## src/rtl/cmpf_pkg.sv

```systemverilog
package cmpf_pkg;

    localparam int MAX_W     = 64;
    localparam int IMM_W     = 32;
    localparam int NUM_SIZES = 4;
    localparam int SEL_W     = $clog2(NUM_SIZES);

    typedef enum logic [SEL_W-1:0] {
        SZ_BYTE  = 2'd0,
        SZ_WORD  = 2'd1,
        SZ_DWORD = 2'd2,
        SZ_QWORD = 2'd3
    } opsize_e;

    typedef struct packed {
        logic cf;
        logic zf;
        logic sf;
        logic of;
        logic af;
        logic pf;
    } flags_t;

endpackage

```

## src/rtl/cmpf_imm_ext.sv

```systemverilog
// Sign-extends the immediate field to the full datapath width.
module cmpf_imm_ext
    import cmpf_pkg::*;
#(
    parameter int DW = MAX_W,
    parameter int IW = IMM_W
) (
    input  logic [IW-1:0] imm,
    input  logic          imm_byte,
    input  opsize_e       size,
    output logic [DW-1:0] imm_ext
);

    localparam int BYTE_W = 8;
    localparam int HALF_W = 16;

    logic [DW-1:0] ext_byte;
    logic [DW-1:0] ext_half;
    logic [DW-1:0] ext_full;

    always_comb begin
        ext_byte = {{(DW-BYTE_W){imm[BYTE_W-1]}}, imm[BYTE_W-1:0]};
        ext_half = {{(DW-HALF_W){imm[HALF_W-1]}}, imm[HALF_W-1:0]};
        ext_full = {{(DW-IW){imm[IW-1]}}, imm};
    end

    always_comb begin
        unique case (size)
            SZ_BYTE:  imm_ext = ext_byte;
            SZ_WORD:  imm_ext = imm_byte ? ext_byte : ext_half;
            SZ_DWORD: imm_ext = imm_byte ? ext_byte : ext_full;
            SZ_QWORD: imm_ext = imm_byte ? ext_byte : ext_full;
            default:  imm_ext = ext_full;
        endcase
    end

endmodule

```

## src/rtl/cmpf_lane_sub.sv

```systemverilog
// One fixed-width subtract lane producing the full flag set.
module cmpf_lane_sub
    import cmpf_pkg::*;
#(
    parameter int W = 8
) (
    input  logic [W-1:0] a,
    input  logic [W-1:0] b,
    output flags_t       fl
);

    localparam int NIB = 4;
    localparam int PB  = 8;

    logic [W:0]   wide;
    logic [W-1:0] diff;
    logic [W-1:0] half_sum;

    always_comb begin
        wide     = {1'b0, a} - {1'b0, b};
        diff     = wide[W-1:0];
        half_sum = a ^ b ^ diff;
        fl.cf    = wide[W];
        fl.zf    = (diff == '0);
        fl.sf    = diff[W-1];
        fl.of    = (a[W-1] ^ b[W-1]) & (diff[W-1] ^ a[W-1]);
        fl.af    = half_sum[NIB];
        fl.pf    = ~(^diff[PB-1:0]);
    end

endmodule

```

## src/rtl/cmpf_unit.sv

```systemverilog
// Multi-width compare: flags only, difference discarded.
module cmpf_unit
    import cmpf_pkg::*;
(
    input  logic [63:0] opa,
    input  logic [63:0] opb,
    input  logic [31:0] imm,
    input  logic        use_imm,
    input  logic        imm_byte,
    input  logic [1:0]  size_sel,
    output logic        flag_c,
    output logic        flag_z,
    output logic        flag_s,
    output logic        flag_o,
    output logic        flag_a,
    output logic        flag_p
);

    opsize_e       size;
    logic [MAX_W-1:0] imm_ext;
    logic [MAX_W-1:0] second;
    flags_t        lane_fl [NUM_SIZES];
    flags_t        sel_fl;

    assign size = opsize_e'(size_sel);

    cmpf_imm_ext #(
        .DW (MAX_W),
        .IW (IMM_W)
    ) u_imm (
        .imm      (imm),
        .imm_byte (imm_byte),
        .size     (size),
        .imm_ext  (imm_ext)
    );

    always_comb begin
        second = use_imm ? imm_ext : opb;
    end

    for (genvar g = 0; g < NUM_SIZES; g++) begin : g_lane
        localparam int LW = 8 << g;
        cmpf_lane_sub #(.W(LW)) u_lane (
            .a  (opa[LW-1:0]),
            .b  (second[LW-1:0]),
            .fl (lane_fl[g])
        );
    end

    always_comb begin
        unique case (size)
            SZ_BYTE:  sel_fl = lane_fl[0];
            SZ_WORD:  sel_fl = lane_fl[1];
            SZ_DWORD: sel_fl = lane_fl[2];
            SZ_QWORD: sel_fl = lane_fl[3];
            default:  sel_fl = lane_fl[3];
        endcase
    end

    assign flag_c = sel_fl.cf;
    assign flag_z = sel_fl.zf;
    assign flag_s = sel_fl.sf;
    assign flag_o = sel_fl.of;
    assign flag_a = sel_fl.af;
    assign flag_p = sel_fl.pf;

endmodule

```

## config.mk

```make
export PLATFORM = sky130hd
export DESIGN_NAME = cmpf_unit
export DESIGN_NICKNAME = d
export VERILOG_FILES = /design/src/rtl/cmpf_pkg.sv /design/src/rtl/cmpf_imm_ext.sv /design/src/rtl/cmpf_lane_sub.sv /design/src/rtl/cmpf_unit.sv
export SDC_FILE = /design/constraint.sdc
export NUM_CORES = 1
export LEC_CHECK = 0
export BUFFER_PORTS_ARGS = -buffer_cell sky130_fd_sc_hd__clkbuf_2
export CORE_AREA = 5 5 120 122
export DETAILED_ROUTE_END_ITERATION = 8
export DIE_AREA = 0 0 125 127
export PLACE_DENSITY = 0.73
export SLEW_MARGIN = 20
export SYNTH_ARGS = -nofsm -noshare
export SYNTH_HDL_FRONTEND = slang
export SYNTH_SLANG_ARGS = --single-unit
```

## constraint.sdc

```tcl
create_clock -name vclk -period 4.65
set_input_delay 0.465 -clock vclk [all_inputs]
set_output_delay 0.465 -clock vclk [all_outputs]
set_load 0.05 [all_outputs]
```

Word level (Yosys, flattened, before mapping)
Cells that the tools add are included.

Bitwise logic cells: 24. Shifts and indexed selects: 0. Muxes and demuxes: 5. Order comparisons: 0. Reduce and logical (&&, ||, !) cells: 10. $mul: 0. $add $sub $neg: 4. Equal/unequal tests: 3. Div/mod/pow operators: 0.

Operators with widths (number): 2-to-1 mux 64 bit (3); case mux 64 bit (3 select lines) (1); subtractor 64 x 64 -> 65 bit (1); logical NOT 64 bit (1); XOR 5 bit (8); subtractor 32 x 32 -> 33 bit (1); logical NOT 32 bit (1); parity 8 bit (4); case mux 6 bit (4 select lines) (1); subtractor 16 x 16 -> 17 bit (1); logical NOT 16 bit (1); subtractor 8 x 8 -> 9 bit (1); logical NOT 8 bit (1); XOR 1 bit (8); bitwise AND 1 bit (4); equality test 2 bit, second input constant (2); NOT 1 bit (4); equality test 2 x 1 -> 1 bit, second input constant (1); logical NOT 2 bit (1); OR reduction 2 bit (1).

Bits of input ports: 164. Bits in latches: 0. ROM bits: 0. Register bits: 0. RAM bits: 0. Memories kept: 0. Output and inout port bits: 6. Logic and storage cells: 46.

Depth between registers and ports, before layout
Depth after elaboration: 8. Gate-level depth with buffers: 20. Depth with buffers taken out: 18.

Hierarchy
From an unflattened synthesis, not the netlist that was laid out.

Cells, all modules: 1456. Area, all modules: 10453.8 µm².

By module, submodules not included: cmpf_lane_sub at g_lane[3].u_lane (area each 4834.6 µm², instances 1, sequential area each 0.0 µm², cells an instance 748); cmpf_lane_sub at g_lane[2].u_lane (area each 2283.4 µm², instances 1, sequential area each 0.0 µm², cells an instance 333); cmpf_unit (area each 1171.1 µm², instances 1, sequential area each 0.0 µm², cells an instance 78); cmpf_lane_sub at g_lane[1].u_lane (area each 932.1 µm², instances 1, sequential area each 0.0 µm², cells an instance 127); cmpf_imm_ext (area each 691.9 µm², instances 1, sequential area each 0.0 µm², cells an instance 99); cmpf_lane_sub at g_lane[0].u_lane (area each 540.5 µm², instances 1, sequential area each 0.0 µm², cells an instance 71).

Worst setup path before layout
OpenSTA, ideal clock, no wires.

Path kind: input -> output. Start point: input port imm_byte. End point: output port flag_o. Buffers on the path: 3. Slack: -1.324 ns. Cell stages on the path: 19. Arrival time: 5.509 ns. Required time: 4.185 ns. Cell sequence: clkbuf_1 and2_0 o21ai_1 clkbuf_1 a21oi_1 a21oi_1 ha_1 clkbuf_1 nand4_1 nor4_1 a32o_1 a2111o_1 nand2_1 a311oi_1 o21ai_1 a31oi_1 xor2_1 xnor2_1 o41ai_1.

Longest elaborated chain between the ends: 7. Elaborated cells on any way between the ends: 17. Classes of those cells: 3 x add/sub; 5 x mux; 9 x bitwise.

Ends and longest elaborated chain: start: declaration (RTL line cmpf_unit.sv:9) `input logic imm_byte,`; 2-to-1 mux 64 bit, on equally long branches (RTL line cmpf_imm_ext.sv:31, cmpf_imm_ext.sv:32, cmpf_imm_ext.sv:30); case mux 64 bit (3 select lines) (*) (RTL line cmpf_imm_ext.sv:28) `unique case (size)`; 2-to-1 mux 64 bit (*) (RTL line cmpf_unit.sv:38) `second = use_imm ? imm_ext : opb;`; subtractor 64 x 64 -> 65 bit, or another cell as far along (RTL line cmpf_lane_sub.sv:20) `wide = {1'b0, a} - {1'b0, b};`; XOR 1 bit (RTL line cmpf_lane_sub.sv:26) `fl.of = (a[W-1] ^ b[W-1]) & (diff[W-1] ^ a[W-1]);`; bitwise AND 1 bit (RTL line cmpf_lane_sub.sv:26); case mux 6 bit (4 select lines) (*) (RTL line cmpf_unit.sv:51) `unique case (size)`; end: declaration (RTL line cmpf_unit.sv:14) `output logic flag_o,`.

Mark *: on every way between the ends. The rest lies on a longest branch, timed or not.

Final worst setup path
Start point: input port size_sel[1]. End point: output port flag_z.

Longest elaborated chain between the ends: 7. Elaborated cells on any way between the ends: 16. Classes of those cells: 4 x add/sub; 3 x eq/ne; 3 x mux; 6 x reduce/logical.

Ends and longest elaborated chain: start: declaration (RTL line cmpf_unit.sv:10) `input logic [1:0] size_sel,`; equality test 2 bit (RTL line cmpf_imm_ext.sv:28, cmpf_unit.sv:51); OR reduction 2 bit (no source line); case mux 64 bit (3 select lines) (RTL line cmpf_imm_ext.sv:28); 2-to-1 mux 64 bit (RTL line cmpf_unit.sv:38); subtractor 64 x 64 -> 65 bit, or another cell as far along (RTL line cmpf_lane_sub.sv:20); logical NOT 64 bit, or another cell as far along (RTL line cmpf_lane_sub.sv:24) `fl.zf = (diff == '0);`; case mux 6 bit (4 select lines) (*) (RTL line cmpf_unit.sv:51); end: declaration (RTL line cmpf_unit.sv:12) `output logic flag_z,`.

Marks and branches as above.

==> impl_results.md <==
* Layout cell share with drive strength beyond 1 at 0.474
* Layout Cells excl Fill at 1,595
* Worst slew pin tran at 0.656 ns
* CP endpoint kind: output port
* Unrepaired setup endpoints after global routing: yes
* Post-synth top cells: 158 x a21oi_1, 81 x nand2_1, 69 x ha_1
* Seq Cell Count at 0
* Detail Route Antenna Nets at 0
* Clkbuf count at 0
* Vias at 10,925
* Max Slew Vio Count at 0
* Reg area at 0 µm²
* # diodes at 0
* Final hold vios at 0
* Synth cell types at 77
* Avg Cell Area, Syn at 6.37 µm²
* Slew HR at 0.562
* Via-per-instance ratio at 6.85
* Outcome: finished with violations
* Die width at 125 µm
* Power Density at 224 mW/mm²
* Fin Setup TNS at -2.26 ns
* Mapped cell area at 0.00604 mm²
* Final period utilization at 1.16
* Failing checks: setup timing
* Synthesized Nets at 1,182
* Top cells by area, synth: ha_1 14%, a21oi_1 13%, o21ai_0 5.5%, nand2_1 5.0%, nand4_1 4.6%
* Buffers on Ports at 170
* CORE AREA at 0.0131 mm²
* Die Ht at 127 µm
* First-pass GRT wire length at 49,300 µm
* GRT Total Usage at 0.370
* Crit path time final at 5.37 ns
* Maximum VDD drop at 0.370 mV
* Routability Congestion at 1.07
* Pin count of the biggest net entering global routing at 34
* Utilization after layout at 0.815
* Drt pass-1 iters at 9
* Hold_buf cts at 0
* Grt ovf at 0
* CP dominant cell by count: buf_4
* Top-count cell post-synth: a21oi_1
* Syn. warnings at 0
* Yosys top cell area share at 0.143
* Syn Inst Count at 948
* DR WL/cell at 22.5 µm
* Post-synth top area cell: ha_1
* Max-capacitance violation count at 0
* Final WL at 36,000 µm
* Fmax at 186 MHz
* Hold/Removal Path Class: input port to output port
* Startpoint Class: input port
* Vias in the first global route at 9,806
* CP Cell Sequence: clkbuf_8 -> clkinvlp_4 -> buf_6 -> o21ai_4 -> a21oi_2 -> a21oi_1 -> ha_1 -> buf_4 -> buf_4 -> nand4_1 -> buf_4 -> or2_2 -> o22ai_1 -> nor4_2 -> nand3_2 -> nor4b_4 -> nand4b_4 -> nor4_4 -> nand4_1 -> nor4_4 -> a31o_4 -> buf_12
* Crit path max fanout at 6
* Crit path kind: input port to output port
* Antenna violations before repair at 0
* Sequential element share of the synthesized area at 0
* Crit path DAT at 4.91 ns
* Final worst slack at -0.721 ns
* Drt initial violations at 1,781
* Leakage at 4.96 nW
* Core Rows at 42
* Critical Path RT at 4.18 ns
* HPWL after DPL at 25,000 µm
* Crit-path slowest cell: nor4_2
* Area grow syn2layout at 76.6%
* Worst stage delay on the critical path at 0.42 ns
* NumNets Final at 1,655
* # IOs at 170
* Dpl cells at 1,546
* Initial Utilization at 0.461
* Final setup fails at 4
* Die ar. at 0.0159 mm²
* Residual DRC count at 0
-- layout make-up --
type / count / area (µm²)
Tap cell: 176 / 220
Fill cell: 807 / 2420
Timing Repair Buffer: 533 / 3870
Inverter: 23 / 90.1
Multi-Input combinational cell: 863 / 6490
-- power breakdown --
part           total, mW  switching, mW  internal (mW)  leakage, nW
clock network          0              0              0            0
logic               2.39           1.29           1.10         4.96
registers              0              0              0            0
total               2.39           1.29           1.10         4.96
-- kinds of logic (layout without fill, tap and decap cells) --
group / Yosys count / after routing / synth area share
XOR/XNOR: 35 / 35 / 0.0508
AO/OA/AOI/OAI: 412 / 412 / 0.432
buffers and inverters: 86 / 556 / 0.0545
adder cells (fa/ha/maj): 70 / 70 / 0.146
multiplexers: 23 / 23 / 0.0412
AND/OR/NAND/NOR: 322 / 323 / 0.275
-- metrics by stage --
stage | instance area, µm² | total power [mW] | setup slack, ns | hold slack (ns)
final | 10700 | 2.39 | -0.721 | 1.49
after CTS | 10200 | 2.11 | -0.433 | 1.46
after global routing | 10700 | 2.49 | -0.901 | 1.49
after global placement | 9440 | 1.92 | -0.735 | 1.46
after floorplan | 6210 | 1.08 | 0.00753 | 1.22
after detailed placement | 9440 | 1.95 | -0.833 | 1.48
-- per-layer routing --
metal  vias up  track usage  part of all wire
met1      4885        0.462              0.34
met3       381       0.0451              0.13
met5         -            0                 0
met2      1064        0.644              0.44
li1       4595            -                 -
met4         0        0.158             0.095
-- cells in the final DEF (no fill, tap or decap), types with 21 or more instances in the layout --
cell,count
o21ai_0,45
clkbuf_2,161
buf_4,335
ha_1,59
xnor2_1,22
o21ai_1,21
a21oi_2,25
a21oi_1,127
nand2_1,76
nor2_1,62
buf_6,21
o21a_1,31
inv_1,22
nand4_1,44
a21o_1,21
-- repair_timing --
item                                    in CTS  in global routing
cloned                                       3                  0
pin swaps                                   56                 51
resized for setup                           87                 87
setup buffers                               36                 10
endpoints found under the setup margin       4                  4
-- path summary, 6_finish.rpt --
path                  cells after the start  slack, ns      to   startpoint
worst max-delay path                     22      -0.72  flag_z  size_sel[1]
worst min-delay path                      4       1.49  flag_o      opa[63]
-- worst max-delay path, delay by kind of cell --
family / cells / cell delay (ns)
buffers and inverters: 7 / 1.11
AND/OR/NAND/NOR: 9 / 2.36
adder cells (fa/ha/maj): 1 / 0.28
AO/OA/AOI/OAI: 5 / 0.69
(Power assumes the default switching activity.)
